## config.mk

```make
export PLATFORM = sky130hd
export DESIGN_NAME = dbl_buf_serial_tx
export DESIGN_NICKNAME = d
export VERILOG_FILES = /design/src/rtl/sertx_pkg.sv /design/src/rtl/sertx_hold.sv /design/src/rtl/sertx_shift.sv /design/src/rtl/sertx_irq_flag.sv /design/src/rtl/dbl_buf_serial_tx.sv
export SDC_FILE = /design/constraint.sdc
export NUM_CORES = 1
export LEC_CHECK = 0
export ABC_AREA = 0
export ABC_CLOCK_PERIOD_IN_PS = 3500
export BUFFER_PORTS_ARGS = -buffer_cell sky130_fd_sc_hd__buf_2
export CELL_PAD_IN_SITES_DETAIL_PLACEMENT = 0
export CELL_PAD_IN_SITES_GLOBAL_PLACEMENT = 1
export CORE_MARGIN = 5
export CORE_UTILIZATION = 45
export DETAILED_ROUTE_END_ITERATION = 8
export GPL_TIMING_DRIVEN = 1
export PLACE_DENSITY = 0.88
export SETUP_SLACK_MARGIN = 0.02
export SYNTH_ARGS = -nofsm -noshare
export SYNTH_HDL_FRONTEND = slang
export SYNTH_SLANG_ARGS = --single-unit
```

## constraint.sdc

```tcl
create_clock -name clk -period 3.5 [get_ports clk]
set_input_delay 0.7 -clock clk [delete_from_list [all_inputs] [get_ports clk]]
set_output_delay 0.7 -clock clk [all_outputs]
set_load 0.005 [all_outputs]
```

## src/rtl/sertx_pkg.sv

```systemverilog
package sertx_pkg;

    localparam int DATA_W     = 8;
    localparam int FRAME_BITS = DATA_W + 2;

    typedef enum logic [1:0] {
        SH_IDLE  = 2'd0,
        SH_ARMED = 2'd1,
        SH_SEND  = 2'd2
    } sh_state_e;

    typedef struct packed {
        logic              full;
        logic [DATA_W-1:0] data;
    } hold_t;

endpackage

```

## src/rtl/sertx_hold.sv

```systemverilog
module sertx_hold
    import sertx_pkg::*;
(
    input  logic              clk,
    input  logic              rst,
    input  logic              wr_en,
    input  logic [DATA_W-1:0] wr_data,
    input  logic              take,
    output hold_t             hold
);

    hold_t hold_q;

    // A write always wins over a take, so a byte written in the cycle of a copy is kept.
    always_ff @(posedge clk) begin
        if (rst) begin
            hold_q <= '0;
        end else if (wr_en) begin
            hold_q.data <= wr_data;
            hold_q.full <= 1'b1;
        end else if (take) begin
            hold_q.full <= 1'b0;
        end
    end

    assign hold = hold_q;

endmodule

```

## src/rtl/sertx_shift.sv

```systemverilog
module sertx_shift
    import sertx_pkg::*;
#(
    parameter int W = DATA_W
) (
    input  logic         clk,
    input  logic         rst,
    input  logic         tick,
    input  logic         load,
    input  logic [W-1:0] load_data,
    output logic         txd,
    output logic         busy,
    output logic         frame_end
);

    localparam int LAST = W + 1;
    localparam int CW   = $clog2(W + 2);

    sh_state_e       state_q;
    logic [W-1:0]    sh_q;
    logic [CW-1:0]   cnt_q;
    logic            txd_q;

    assign frame_end = (state_q == SH_SEND) && tick && (cnt_q == CW'(LAST));
    assign busy      = (state_q != SH_IDLE);
    assign txd       = txd_q;

    always_ff @(posedge clk) begin
        if (rst) begin
            state_q <= SH_IDLE;
            sh_q    <= '0;
            cnt_q   <= '0;
            txd_q   <= 1'b1;
        end else if (load) begin
            state_q <= SH_ARMED;
            sh_q    <= load_data;
            cnt_q   <= '0;
            txd_q   <= 1'b1;
        end else begin
            case (state_q)
                SH_ARMED: begin
                    if (tick) begin
                        txd_q   <= 1'b0;
                        cnt_q   <= '0;
                        state_q <= SH_SEND;
                    end
                end
                SH_SEND: begin
                    if (frame_end) begin
                        state_q <= SH_IDLE;
                    end else if (tick) begin
                        // Ones shift in from the top, so the stop bit follows the data.
                        txd_q <= sh_q[0];
                        sh_q  <= {1'b1, sh_q[W-1:1]};
                        cnt_q <= cnt_q + 1'b1;
                    end
                end
                default: state_q <= SH_IDLE;
            endcase
        end
    end

endmodule

```

## src/rtl/sertx_irq_flag.sv

```systemverilog
module sertx_irq_flag (
    input  logic clk,
    input  logic rst,
    input  logic set,
    input  logic ack,
    input  logic en,
    output logic flag,
    output logic irq
);

    logic flag_q;

    always_ff @(posedge clk) begin
        if (rst) begin
            flag_q <= 1'b0;
        end else if (set) begin
            flag_q <= 1'b1;
        end else if (ack) begin
            flag_q <= 1'b0;
        end
    end

    assign flag = flag_q;
    assign irq  = flag_q & en;

endmodule

```

## src/rtl/dbl_buf_serial_tx.sv

```systemverilog
module dbl_buf_serial_tx
    import sertx_pkg::*;
(
    input  logic              clk,
    input  logic              rst,
    input  logic              wr_en,
    input  logic [DATA_W-1:0] wr_data,
    input  logic              ser_tick,
    input  logic              en_need,
    input  logic              en_done,
    input  logic              ack_need,
    input  logic              ack_done,
    output logic              txd,
    output logic              irq_need,
    output logic              irq_done,
    output logic              hold_full
);

    localparam int NFLAG = 2;

    hold_t hold;
    logic  sh_busy;
    logic  frame_end;
    logic  take;
    logic  need_flag;
    logic  done_flag;

    logic [NFLAG-1:0] f_set, f_ack, f_en, f_flag, f_irq;

    // Copy whenever the shifter is empty, or at the tick that ends its stop bit.
    assign take = hold.full && (!sh_busy || frame_end);

    sertx_hold u_hold (
        .clk     (clk),
        .rst     (rst),
        .wr_en   (wr_en),
        .wr_data (wr_data),
        .take    (take),
        .hold    (hold)
    );

    sertx_shift #(.W(DATA_W)) u_shift (
        .clk       (clk),
        .rst       (rst),
        .tick      (ser_tick),
        .load      (take),
        .load_data (hold.data),
        .txd       (txd),
        .busy      (sh_busy),
        .frame_end (frame_end)
    );

    // Index 0: need flag, index 1: done flag.
    assign f_set = {frame_end && !take, take};
    assign f_ack = {ack_done, ack_need};
    assign f_en  = {en_done, en_need};

    for (genvar g = 0; g < NFLAG; g++) begin : g_flag
        sertx_irq_flag u_flag (
            .clk  (clk),
            .rst  (rst),
            .set  (f_set[g]),
            .ack  (f_ack[g]),
            .en   (f_en[g]),
            .flag (f_flag[g]),
            .irq  (f_irq[g])
        );
    end

    assign need_flag = f_flag[0];
    assign done_flag = f_flag[1];
    assign irq_need  = f_irq[0];
    assign irq_done  = f_irq[1];
    assign hold_full = hold.full;

endmodule

```

# == Word-level counts from Yosys, hierarchy flattened ==
# Cells that the tools add are included.
# op_classes
mul,0
n_div,0
reduce_logical,19
bitwise_logic,2
n_mux,22
add_sub_neg,1
n_lt_le_gt_ge,0
shifts,0
n_eq_ne,10
# ops
cell,n
$mux W8,4
$reduce_bool A2 Y1,7
$mux W4,3
$mux W1,10
$ne A2 B2 Y1 const B,4
$pmux W4 S2,1
$ne A3 B3 Y1 const B,2
$add A4 B1 Y4 const B,1
$eq A4 B4 Y1 const B,1
$logic_and A1 B1 Y1,4
$mux W2,2
$pmux W2 S2,1
$reduce_and A2 Y1,2
$reduce_and A4 Y1,1
$reduce_and A3 Y1,1
$and A1 B1 Y1,2
$eq A2 B1 Y1 const B,1
$eq A2 B2 Y1 const B,1
$logic_not A1 Y1,2
$ne A2 B1 Y1 const B,1
$pmux W1 S2,1
$reduce_or A2 Y1,1
$logic_or A1 B1 Y1,1
# word_totals
latchBits,0
out_inout_bits,4
register_bits,26
mem_bits_ro,0
memories,0
ram_bits,0

# == Logic depth before layout (Yosys ltp) ==
# depth
word_depth,8
depth_mapped,7
ltp_nobuf,6

# == Hierarchy ==
# Synthesis repeated with hierarchy kept, for this count alone.
# hier_totals
cells_unflattened,140
hier_area_um2,1286.2
# modules_own_cells
module,instances,area_each_um2,seq_area_each_um2,cells_per_inst
sertx_shift,1,859.6,300.3,97
sertx_hold,1,321.6,180.2,30
sertx_irq_flag,2,45.0,20.0,5
dbl_buf_serial_tx,1,15.0,0.0,3

# == Worst setup path before layout ==
# Ideal clock, no wire load.
# synth_path
kind,input -> register
from,input ser_tick
to,register u_shift.sh_q[4]
setup_ns,0.119
required_time_ns,3.381
cell_stages,5
arrival_time_ns,1.543
setup_slack_ns,1.839
cell_sequence,buf_6 and4b_4 o211ai_4 buf_6 o221a_2
# synth_between
elab_chain_len,6
elab_cells_between_ends,9
cone_classes,eq/ne: 1; mux: 1; reduce/logical: 7
# synth_rtl
item,line,source
start: declaration,dbl_buf_serial_tx.sv:8,"input logic ser_tick,"
$logic_and A1 B1 Y1 (2 in series),sertx_shift.sv:24,assign frame_end = (state_q == SH_SEND) && tick && (cnt_q == CW'(LAST));
$logic_or A1 B1 Y1,dbl_buf_serial_tx.sv:31,assign take = hold.full && (!sh_busy || frame_end);
$logic_and A1 B1 Y1,dbl_buf_serial_tx.sv:31,
$ne A2 B1 Y1 (no line) / $reduce_bool A2 Y1 (equally long branches),-,
$reduce_and A3 Y1 (no line),-,
end signal: assignment,sertx_shift.sv:36,sh_q <= load_data;
end signal: assignment,sertx_shift.sv:54,"sh_q <= {1'b1, sh_q[W-1:1]};"
end: declaration,sertx_shift.sv:20,logic [W-1:0] sh_q;
# Several ways; a longest one is shown, not always the timed one.
# A chain may end at the register's enable or synchronous reset.

# == Worst setup path after layout ==
# layout_path
from,input en_need
to,output irq_need
# layout_between
elab_chain_len,1
# layout_rtl
item,line,source
start: declaration,dbl_buf_serial_tx.sv:9,"input logic en_need,"
$and A1 B1 Y1,sertx_irq_flag.sv:24,assign irq = flag_q & en;
end: declaration,dbl_buf_serial_tx.sv:14,"output logic irq_need,"
# No other way between the ends.

==> run metrics <==
Reg clk slew, reported paths=between 100 and 150 ps; async set or reset register ratio after synthesis=0; multi-input logic area=628 um^2; Remaining Overflow, GRT=0; gpl congestion=0.858; Sequential cell area=520 um^2; Setup WS pre-CTS=about 1700 ps; Post-Syn Instances=127; ant diodes=0; drt wl/cell=13.0 um; initial drt markers=26; postcts setup bufs=0; final worst slack=1750 ps; kind of critical path=input port to primary output; vias in the first global route=around 900; r2r worst-path depth=5; Pint=between 0.0003 and 0.0004 W; mapped cell area=1220 um^2; P&R area growth vs syn=8.10%; Sw Pwr=0.000125 W; most frequent cells after synthesis=dfxtp_1, nor2_1, nor3_1, mux2i_1; maxcap violations=0; drt pass-1 iters=4; number of port buffers=19; Pwr per Cell Area=slightly below 400 nW/um^2; Fin Hold WS=about 480 ps; Crit. End Element=primary output; vias=938; first-pass GRT wire length=roughly 3900 um; Clock power frac=0.235; layout cells sized above 1=0.262; die area=3850 um^2; Clock Skew=8.51 ps; Final Util=0.518; switch share=0.245; total power=0.000511 W; CTS Hold Buffers Added=0; Reg-to-Reg Start=u_shift.cnt_q[0]; post-synth top area share=0.427; Tmin final=1750 ps; max-slew violations=0; largest net degree at the start of global routing=25; Hold Path Sink=g_flag[0].u_flag.flag; post-synthesis sequential area ratio=0.427; Static Leakage=around 0.55 nW; initial core utilization=0.479; # setup viols final=0; Site Rows=18; CORE AREA=2540 um^2; Worst Tran Pin Value=464 ps; Post-CTS Resized=0; Peak VDD IR=0.236 mV; reg-to-reg setup timing slack=1790 ps; startpoint types=input port; DPL Wire Length=around 1600 um; number of remaining DRC errors=0; Syn Area/Cell=9.61 um^2; Layout Nets=161; TNS Setup=0 ps; Top Ports=20; H-tree Lvls=1; final period utilization=0.499; Root Buffer=clkbuf_4; sequential share of power=0.640; Comb pwr share=0.125; clock sinks=26; status=finished, final reports clean; biggest area consumer among synthesized cells=dfxtp_1; Post-DRT Antenna Nets=0; Yosys cell types=34; CP required=2800 ps; Max-slew headroom=0.689; deepest clock path buffer count=2; CP Max Fanout=1; Hold Path Class=flip-flop to flip-flop; DIE WIDTH=62.1 um; Most used DFF post-synth=dfxtp_1; f_max=about 0.57 GHz; Setup crit start=en_need; TritonCTS clock tree=built; Via-to-Cell Ratio=5.49; FF+latch count, synth=26; RSZ-0062 raised after global routing=no; Hold Crit Depth=2; Total GRT Usage=0.132; top cells by area, synth=dfxtp_1, nor2_1, mux2i_1; Routed WL=between 2000 and 2500 um; Post-synth EDFFs=0; Hold Violations, Final=0; reg2reg end=u_shift.cnt_q[1]; Syn Nets=145; initial antenna violation count=0; TritonCTS Buffers=3; fillers=between 200 and 300; Critical Path AT=1050 ps; Clock Latency Late Sink=310 ps; YS warnings=0; HP Start=g_flag[0].u_flag.flag; DIE HEIGHT=62.1 um; most instantiated library cell after synthesis=dfxtp_1
[layout make-up]
class                   count  share of cell area
multi-input cells          89               0.476
flip-flops and latches     26               0.395
repair buffers             19              0.0721
well taps                  30              0.0285
clock buffers               3              0.0171
inverters                   4              0.0114
[worst max-delay path: stages]
cell and delay (ps):
buf_2 90, and2_1 140, buf_2 120
[kinds of logic after synthesis]
group	share of synthesized area
compound gates	0.147
xor+xnor	0.0287
fa+ha+maj	0.0205
buf+inv	0.0585
flops	0.427
mux	0.0656
simple gates	0.253
[worst max-delay path by stage]
stage,to,cells past startpoint
6_report,irq_need,3
5_1_grt,u_shift.cnt_q[1],5
4_1_cts,irq_need,3
3_5_place_dp,u_shift.cnt_q[0],5
3_3_place_gp,u_shift.sh_q[7],5
2_1_floorplan,u_shift.sh_q[4],5
[metrics by stage]
step	instances	cell area (um^2)
after CTS	171	1320
after global routing	171	1320
after floorplan	127	1220
after global placement	168	1300
final	171	1320
after detailed placement	168	1300
[sequential cells by signal, summed over array words and instances, names as in the netlist]
signal,flops
u_hold.hold,9
u_shift.cnt_q,4
u_shift.txd,1
g_flag.u_flag.flag,2
u_shift.sh_q,8
u_shift.state_q,2
[cells in the final DEF, fill, tap and decap left out]
master,Yosys,routed
nand3b_2,1,1
and2_1,3,3
nand3_1,1,1
o211ai_4,1,1
nand4_1,2,2
a21oi_1,7,7
a211oi_2,1,1
nor3b_2,1,1
nand2_1,1,1
clkbuf_4,0,3
dfxtp_1,26,26
nand4b_1,1,1
buf_2,3,19
xnor2_1,1,1
inv_1,4,4
mux2i_1,8,8
or3_1,1,1
nor4b_2,1,1
and4b_4,1,1
ha_1,2,2
nor2b_1,1,1
o221a_2,7,7
xor2_1,3,3
and3b_1,1,1
o21ai_0,3,3
nor2_2,2,2
nor3_1,9,9
o211ai_1,1,1
nand3b_1,3,3
a221oi_1,1,1
nor2_1,22,22
nand4bb_1,1,1
nand2b_1,2,2
[metal layers]
layer,GRT usage,routed length [um]
met5,0,0
met4,0.0273,15
met3,0.0393,129
met2,0.212,997
met1,0.175,1080
[power by group through the flow]
stage	combinational, W	clock (W)	sequential, W
2_1_floorplan	0.0000536	0	0.000328
3_3_place_gp	0.0000630	0	0.000333
3_5_place_dp	0.0000646	0	0.000333
4_1_cts	0.0000648	0.000125	0.000327
5_1_grt	0.0000716	0.000136	0.000330
6_report	0.0000641	0.000120	0.000327
Power figures use the tool's default switching activity.
